==> config.mk <==
export PLATFORM = sky130hd
export DESIGN_NAME = phyctl_regbank
export DESIGN_NICKNAME = d
export VERILOG_FILES = /design/src/rtl/phyctl_pkg.sv /design/src/rtl/phyctl_addr_dec.sv /design/src/rtl/phyctl_ctrl_regs.sv /design/src/rtl/phyctl_flag_sync.sv /design/src/rtl/phyctl_regbank.sv
export SDC_FILE = /design/constraint.sdc
export NUM_CORES = 1
export LEC_CHECK = 0
export BUFFER_PORTS_ARGS = -buffer_cell sky130_fd_sc_hd__buf_2
export CAP_MARGIN = 40
export CORE_MARGIN = 2
export CORE_UTILIZATION = 52
export CTS_CLUSTER_SIZE = 10
export DETAILED_ROUTE_END_ITERATION = 7
export PLACE_DENSITY = 0.82
export SLEW_MARGIN = 20
export SYNTH_ARGS = -nofsm -noshare
export SYNTH_HDL_FRONTEND = slang
export SYNTH_SLANG_ARGS = --single-unit
==> constraint.sdc <==
create_clock -name clk -period 1.3 [get_ports clk]
set_input_delay 0.13 -clock clk [delete_from_list [all_inputs] [get_ports clk]]
set_output_delay 0.13 -clock clk [all_outputs]
set_load 0.05 [all_outputs]
==> src/rtl/phyctl_pkg.sv <==
package phyctl_pkg;

    localparam int DATA_W      = 32;
    localparam int HALF_W      = 16;
    localparam int NUM_CTRL    = 7;
    localparam int CTRL_IDX_W  = $clog2(NUM_CTRL);
    localparam int STATUS_WORD = 8;
    localparam int PWR_IDX     = 6;
    localparam int BAND_IDX    = 0;

    localparam int BIT_PWR      = 0;
    localparam int BIT_DLL_EN   = 1;
    localparam int LSB_DRIVE    = 4;
    localparam int LSB_OTAP_SEL = 7;
    localparam int BIT_OTAP_EN  = 11;
    localparam int LSB_FREQ     = 12;
    localparam int BIT_CAL      = 6;
    localparam int BIT_LOCK     = 5;

    typedef enum logic [2:0] {
        DRV_50  = 3'd0,
        DRV_33  = 3'd1,
        DRV_66  = 3'd2,
        DRV_100 = 3'd3,
        DRV_40  = 3'd4
    } drive_code_e;

    typedef enum logic [1:0] {
        BAND_200 = 2'd0,
        BAND_50  = 2'd1,
        BAND_100 = 2'd2,
        BAND_150 = 2'd3
    } band_code_e;

    typedef struct packed {
        logic                  hit_ctrl;
        logic                  hit_status;
        logic [CTRL_IDX_W-1:0] idx;
    } addr_dec_t;

    typedef struct packed {
        logic       pwr_on;
        logic       dll_en;
        logic [2:0] drive;
        logic [1:0] band;
        logic       otap_en;
        logic [3:0] otap_sel;
    } phy_ctrl_t;

    function automatic logic [HALF_W-1:0] masked_merge(
        input logic [HALF_W-1:0] cur,
        input logic [DATA_W-1:0] wr
    );
        logic [HALF_W-1:0] en;
        en = wr[DATA_W-1:HALF_W];
        return (cur & ~en) | (wr[HALF_W-1:0] & en);
    endfunction

    function automatic phy_ctrl_t extract_fields(
        input logic [HALF_W-1:0] band_word,
        input logic [HALF_W-1:0] pwr_word
    );
        phy_ctrl_t f;
        f.pwr_on   = pwr_word[BIT_PWR];
        f.dll_en   = pwr_word[BIT_DLL_EN];
        f.drive    = pwr_word[LSB_DRIVE +: 3];
        f.band     = band_word[LSB_FREQ +: 2];
        f.otap_en  = band_word[BIT_OTAP_EN];
        f.otap_sel = band_word[LSB_OTAP_SEL +: 4];
        return f;
    endfunction

endpackage

==> src/rtl/phyctl_addr_dec.sv <==
module phyctl_addr_dec
    import phyctl_pkg::*;
#(
    parameter int ADDR_W = 8
) (
    input  logic [ADDR_W-1:0] addr,
    output addr_dec_t         dec
);
    localparam int WORD_W = ADDR_W - 2;

    logic [WORD_W-1:0] word;
    logic              aligned;

    always_comb begin
        word           = addr[ADDR_W-1:2];
        aligned        = (addr[1:0] == 2'b00);
        dec.hit_ctrl   = aligned && (word < WORD_W'(NUM_CTRL));
        dec.hit_status = aligned && (word == WORD_W'(STATUS_WORD));
        dec.idx        = word[CTRL_IDX_W-1:0];
    end
endmodule

==> src/rtl/phyctl_ctrl_regs.sv <==
module phyctl_ctrl_regs
    import phyctl_pkg::*;
(
    input  logic                          clk,
    input  logic                          rst,
    input  logic                          wr_en,
    input  logic [CTRL_IDX_W-1:0]         wr_idx,
    input  logic [DATA_W-1:0]             wr_data,
    output logic [NUM_CTRL-1:0][HALF_W-1:0] regs
);
    for (genvar g = 0; g < NUM_CTRL; g++) begin : g_word
        always_ff @(posedge clk) begin
            if (rst) begin
                regs[g] <= '0;
            end else if (wr_en && (wr_idx == CTRL_IDX_W'(g))) begin
                regs[g] <= masked_merge(regs[g], wr_data);
            end
        end
    end
endmodule

==> src/rtl/phyctl_flag_sync.sv <==
module phyctl_flag_sync #(
    parameter int WIDTH  = 2,
    parameter int STAGES = 2
) (
    input  logic             clk,
    input  logic             rst,
    input  logic [WIDTH-1:0] din,
    output logic [WIDTH-1:0] dout
);
    logic [STAGES-1:0][WIDTH-1:0] chain;

    always_ff @(posedge clk) begin
        if (rst) begin
            chain <= '0;
        end else begin
            chain[0] <= din;
            for (int s = 1; s < STAGES; s++) begin
                chain[s] <= chain[s-1];
            end
        end
    end

    assign dout = chain[STAGES-1];
endmodule

==> src/rtl/phyctl_regbank.sv <==
module phyctl_regbank
    import phyctl_pkg::*;
#(
    parameter int ADDR_W      = 8,
    parameter int SYNC_STAGES = 2
) (
    input  logic              clk,
    input  logic              rst,
    input  logic              req_valid,
    output logic              req_ready,
    input  logic              req_write,
    input  logic [ADDR_W-1:0] req_addr,
    input  logic [31:0]       req_wdata,
    output logic              rsp_valid,
    output logic [31:0]       rsp_rdata,
    input  logic              cal_done_in,
    input  logic              dll_lock_in,
    output logic              phy_pwr_on,
    output logic              phy_dll_en,
    output logic [2:0]        phy_drive_sel,
    output logic [1:0]        phy_dll_freq,
    output logic              phy_otap_en,
    output logic [3:0]        phy_otap_sel
);
    addr_dec_t                      dec;
    logic [NUM_CTRL-1:0][HALF_W-1:0] regs;
    logic [1:0]                     flags_sync;
    logic                           acc;
    logic                           wr_acc;
    logic                           rd_acc;
    logic [DATA_W-1:0]              rd_word;
    logic [DATA_W-1:0]              status_word;
    phy_ctrl_t                      fields;

    assign req_ready = 1'b1;
    assign acc       = req_valid && req_ready;
    assign wr_acc    = acc && req_write && dec.hit_ctrl;
    assign rd_acc    = acc && !req_write;

    phyctl_addr_dec #(.ADDR_W(ADDR_W)) u_dec (
        .addr (req_addr),
        .dec  (dec)
    );

    phyctl_ctrl_regs u_regs (
        .clk     (clk),
        .rst     (rst),
        .wr_en   (wr_acc),
        .wr_idx  (dec.idx),
        .wr_data (req_wdata),
        .regs    (regs)
    );

    phyctl_flag_sync #(.WIDTH(2), .STAGES(SYNC_STAGES)) u_sync (
        .clk  (clk),
        .rst  (rst),
        .din  ({cal_done_in, dll_lock_in}),
        .dout (flags_sync)
    );

    always_comb begin
        status_word           = '0;
        status_word[BIT_CAL]  = flags_sync[1];
        status_word[BIT_LOCK] = flags_sync[0];
    end

    always_comb begin
        rd_word = '0;
        if (dec.hit_ctrl) begin
            rd_word[HALF_W-1:0] = regs[dec.idx];
        end else if (dec.hit_status) begin
            rd_word = status_word;
        end
    end

    always_ff @(posedge clk) begin
        if (rst) begin
            rsp_valid <= 1'b0;
            rsp_rdata <= '0;
        end else begin
            rsp_valid <= rd_acc;
            if (rd_acc) begin
                rsp_rdata <= rd_word;
            end
        end
    end

    assign fields        = extract_fields(regs[BAND_IDX], regs[PWR_IDX]);
    assign phy_pwr_on    = fields.pwr_on;
    assign phy_dll_en    = fields.dll_en;
    assign phy_drive_sel = fields.drive;
    assign phy_dll_freq  = fields.band;
    assign phy_otap_en   = fields.otap_en;
    assign phy_otap_sel  = fields.otap_sel;
endmodule

==> flow_summary.html <==
<table>
<tr><th>Metric</th><th>Value</th></tr>
<tr><th colspan="2">Status</th></tr>
<tr><td>Outcome</td><td>complete, no violations</td></tr>
<tr><th colspan="2">Power</th></tr>
<tr><td>VDD IR max</td><td>0.843 mV</td></tr>
<tr><td>Leakage Power</td><td>2.80 nW</td></tr>
<tr><td>Power after layout</td><td>0.00970 W</td></tr>
<tr><td>PwrDens</td><td>1280 mW/mm2</td></tr>
<tr><th colspan="2">Floorplanning</th></tr>
<tr><td>Die width</td><td>115 um</td></tr>
<tr><td>Die Y</td><td>115 um</td></tr>
<tr><td>Full die area</td><td>0.0133 mm2</td></tr>
<tr><td>IO Pins</td><td>92</td></tr>
<tr><td>Core area</td><td>0.0121 mm2</td></tr>
<tr><td>Number of placement rows</td><td>40</td></tr>
<tr><td>Initial Utilization</td><td>53.6%</td></tr>
<tr><th colspan="2">Worst hold path</th></tr>
<tr><td>WHS Path Cells</td><td>3</td></tr>
<tr><td>Min-Delay Startpoint</td><td>req_wdata[12]</td></tr>
<tr><td>Kind of path behind the tightest hold check</td><td>in -&gt; reg</td></tr>
<tr><th colspan="2">Clocking</th></tr>
<tr><td>Worst-skew pair later-pin latency</td><td>0.42 ns</td></tr>
<tr><td>Maximum level of the CTS H-tree</td><td>4</td></tr>
<tr><td>Clock tree from TritonCTS</td><td>done</td></tr>
<tr><td>Cts bufs inserted</td><td>17</td></tr>
<tr><td>Number of gates given a new drive strength after cts</td><td>0</td></tr>
<tr><td>Clk slew on worst S/H paths</td><td>0.06 ns</td></tr>
<tr><td>Maximum buffer depth of the clock tree</td><td>2</td></tr>
<tr><td>Num Clock Sinks</td><td>133</td></tr>
<tr><td>Master cell of the clock root buffer</td><td>sky130_fd_sc_hd__clkbuf_16</td></tr>
<tr><th colspan="2">Timing</th></tr>
<tr><td>Final count of hold timing violations</td><td>0</td></tr>
<tr><td>Final Worst Setup Slack</td><td>0.106 ns</td></tr>
<tr><td>Unrepaired setup endpoints after global routing</td><td>false</td></tr>
<tr><td>Final critical-path share of the clock period</td><td>91.8%</td></tr>
<tr><td>Total negative setup slack</td><td>0 ns</td></tr>
<tr><td>Minimum period implied by the final worst setup slack</td><td>1.19 ns</td></tr>
<tr><td>Finish-stage setup viols</td><td>0</td></tr>
<tr><td>Worst hold margin</td><td>0.0290 ns</td></tr>
<tr><td>Timing-limited maximum frequency</td><td>0.838 GHz</td></tr>
<tr><td>Setup Skew</td><td>0.00605 ns</td></tr>
<tr><td>Tightest Pin Transition</td><td>0.703 ns</td></tr>
<tr><td>Remaining max-slew budget at the tightest pin</td><td>53.2%</td></tr>
<tr><td>Slew Limit Fails</td><td>0</td></tr>
<tr><th colspan="2">Global route</th></tr>
<tr><td>Overall track demand over capacity in global routing</td><td>27.8%</td></tr>
<tr><td>Via count of the first global-routing pass</td><td>5942</td></tr>
<tr><td>Leftover overflow at the end of global routing</td><td>0</td></tr>
<tr><td>Global-route wire length before repair</td><td>29400 um</td></tr>
<tr><td>Maximum number of pins on one net before global-route repair</td><td>68</td></tr>
<tr><td>Initial antenna violation count</td><td>1</td></tr>
<tr><th colspan="2">Worst setup path</th></tr>
<tr><td>Depth of the worst register-to-register path</td><td>3</td></tr>
<tr><td>CP Data Arrival Time</td><td>1.06 ns</td></tr>
<tr><td>Worst Path Buf+Inv</td><td>1</td></tr>
<tr><td>CP Capture Type</td><td>output port</td></tr>
<tr><td>Required @ worst endpoint</td><td>1.17 ns</td></tr>
<tr><td>Crit path cell chain</td><td>buf_2</td></tr>
<tr><td>Path type of the worst setup path</td><td>reg -&gt; out</td></tr>
<tr><td>Worst reg2reg endpoint</td><td>rsp_rdata[15]</td></tr>
<tr><td>Nature of the critical path startpoint</td><td>flip-flop</td></tr>
<tr><td>Register-to-register setup slack</td><td>0.30 ns</td></tr>
<tr><td>Worst-path cell with the longest stage delay</td><td>sky130_fd_sc_hd__dfxtp_1</td></tr>
<tr><td>Family with the most delay on the worst path</td><td>flip-flops</td></tr>
<tr><td>Largest driver fanout on the critical path</td><td>3</td></tr>
<tr><td>Peak per-stage delay on the critical path</td><td>0.35 ns</td></tr>
<tr><th colspan="2">Yosys</th></tr>
<tr><td>Synthesized cell area</td><td>0.00646 mm2</td></tr>
<tr><td>Avg Synthesized Cell Area</td><td>8.20 um2</td></tr>
<tr><td>Most common flop cell mapped by yosys</td><td>sky130_fd_sc_hd__dfxtp_1</td></tr>
<tr><td>Largest area contributor in the netlist</td><td>sky130_fd_sc_hd__dfxtp_1</td></tr>
<tr><td>Number of enable flip-flop cells after synthesis</td><td>0</td></tr>
<tr><td>Number of warnings reported in the yosys synthesis log</td><td>0</td></tr>
<tr><td>Most frequent cell after synthesis</td><td>sky130_fd_sc_hd__dfxtp_1</td></tr>
<tr><td>Fraction of registers with async set/reset</td><td>0%</td></tr>
<tr><td>Post-synthesis register bit count</td><td>133</td></tr>
<tr><td>Cell variety after synth</td><td>33</td></tr>
<tr><td>Synth cell count leaders</td><td>sky130_fd_sc_hd__dfxtp_1 (133), sky130_fd_sc_hd__a21oi_1 (110), sky130_fd_sc_hd__o21ai_1 (92)</td></tr>
<tr><td>Leading post-synthesis cells by cell area</td><td>sky130_fd_sc_hd__dfxtp_1 (41%), sky130_fd_sc_hd__a21oi_1 (8.5%), sky130_fd_sc_hd__mux2i_1 (7.7%)</td></tr>
<tr><td>Sequential-to-total area share from yosys stat</td><td>41.2%</td></tr>
<tr><td>Area share of the largest cell type after synthesis</td><td>41.2%</td></tr>
<tr><td>Number of cells produced by synthesis</td><td>788</td></tr>
<tr><th colspan="2">Place</th></tr>
<tr><td>Number of input and output port buffers inserted</td><td>74</td></tr>
<tr><td>Worst slack at placement</td><td>-0.243 ns</td></tr>
<tr><td>Weighted congestion reported at the end of routability-driven placement</td><td>0.819</td></tr>
<tr><td>Placed wire-length estimate</td><td>11500 um</td></tr>
<tr><th colspan="2">Finish</th></tr>
<tr><td>Count of fill cells added during filler insertion</td><td>1017</td></tr>
<tr><td>Fraction of the core area covered by cells at the end of the flow</td><td>62.9%</td></tr>
<tr><td>Final nets</td><td>885</td></tr>
<tr><td>Fraction of layout cells with a size suffix above 1</td><td>18.9%</td></tr>
<tr><td>Relative area change from synthesis to final layout</td><td>17.5%</td></tr>
<tr><th colspan="2">Detailed routing</th></tr>
<tr><td>Per-cell via count in the routed design</td><td>6.28</td></tr>
<tr><td>Total length of routed wires</td><td>18200 um</td></tr>
<tr><td>Post-route ant nets</td><td>0</td></tr>
<tr><td>DR DRC count</td><td>0</td></tr>
<tr><td>Number of iterations in the first detailed-routing pass</td><td>8</td></tr>
<tr><td>Routed len/inst</td><td>17.9 um</td></tr>
<tr><td>Initial DRC Count</td><td>942</td></tr>
<tr><td>Via Count</td><td>6404</td></tr>
<tr><th colspan="2">Job</th></tr>
<tr><td>Number of maximum-capacitance constraint violations</td><td>0</td></tr>
</table>
-- cell type report --
class / instances / area (um2) / area share [%]
Tap cell: 168 / 210 / 2.77
Clock inverter: 10 / 131 / 1.73
Timing Repair Buffer: 129 / 903 / 11.9
Multi-Input combinational cell: 558 / 3230 / 42.5
Sequential cell: 133 / 2660 / 35.1
Clock buffer: 21 / 450 / 5.94
Antenna cell: 1 / 2.50 / 0.0330
-- logic make-up after synthesis --
group | synth area share [%]
AND/OR/NAND/NOR | 17.7
AO/OA/AOI/OAI | 23.4
flip-flops | 41.2
other | 0.116
multiplexers | 7.75
buffers and inverters | 9.88
-- layer usage --
| layer | vias to the layer above | track usage, % | part of all wire [%] |
|---|---|---|---|
| met5 | - | 0 | 0 |
| met4 | 0 | 13.5 | 2.8 |
| met3 | 49 | 5.75 | 9.6 |
| met2 | 367 | 41.6 | 45 |
| met1 | 3033 | 38.2 | 42 |
| li1 | 2955 | - | - |
-- worst reg2reg max path, cell delays in order, from the launching register on --
cell,delay (ns)
sky130_fd_sc_hd__dfxtp_1,0.30
sky130_fd_sc_hd__mux2i_1,0.19
sky130_fd_sc_hd__a22oi_1,0.13
sky130_fd_sc_hd__a32o_1,0.27
-- per-stage QoR --
stage	cell area, um2	std cells
after detailed placement	6980	986
after floorplan	6520	803
after global placement	6980	986
final	7590	1020
after global routing	7590	1020
after CTS	7580	1019
-- how the worst max path moves through the flow --
stage | startpoint | endpoint | slack (ns) | depth (start not counted)
floorplan | req_addr[1] | flip-flop | 0.04 | 7
global placement | req_addr[1] | flip-flop | -0.21 | 7
detailed placement | req_addr[1] | flip-flop | -0.24 | 7
CTS | flip-flop | phy_otap_sel[0] | 0.09 | 1
global route | req_addr[1] | flip-flop | 0.008 | 7
finish | flip-flop | phy_drive_sel[2] | 0.11 | 1
-- what timing repair did --
action | 4_1_cts | 5_1_grt
setup endpoints to repair | 0 | 0
buffers inserted | 0 | 0
hold buffers | 2 | 0
endpoints found under the hold margin | 2 | 0
-- power breakdown --
part | internal (W) | leakage [nW] | switching, W
Combinational | 0.000236 | 1.44 | 0.000598
Sequential | 0.00409 | 1.07 | 0.00000287
Clock | 0.00304 | 0.286 | 0.00174
Total | 0.00736 | 2.80 | 0.00235
-- cells in the final DEF, fill, tap and decap left out, drive strengths merged, types with 2 or more instances in the layout --
cell           n
dfxtp        133
buf          127
o21ai        112
a21oi        110
nand2         81
nand4         64
mux2i         50
nand3         50
clkbuf        21
conb          17
a22oi         16
o211ai        15
a32o          14
nor2b          8
clkinv         6
nor2           4
and4b          3
and3           3
bufinv         3
dlygate4sd3    2
and2           2
Note: power is estimated with default switching activity, not from simulation.
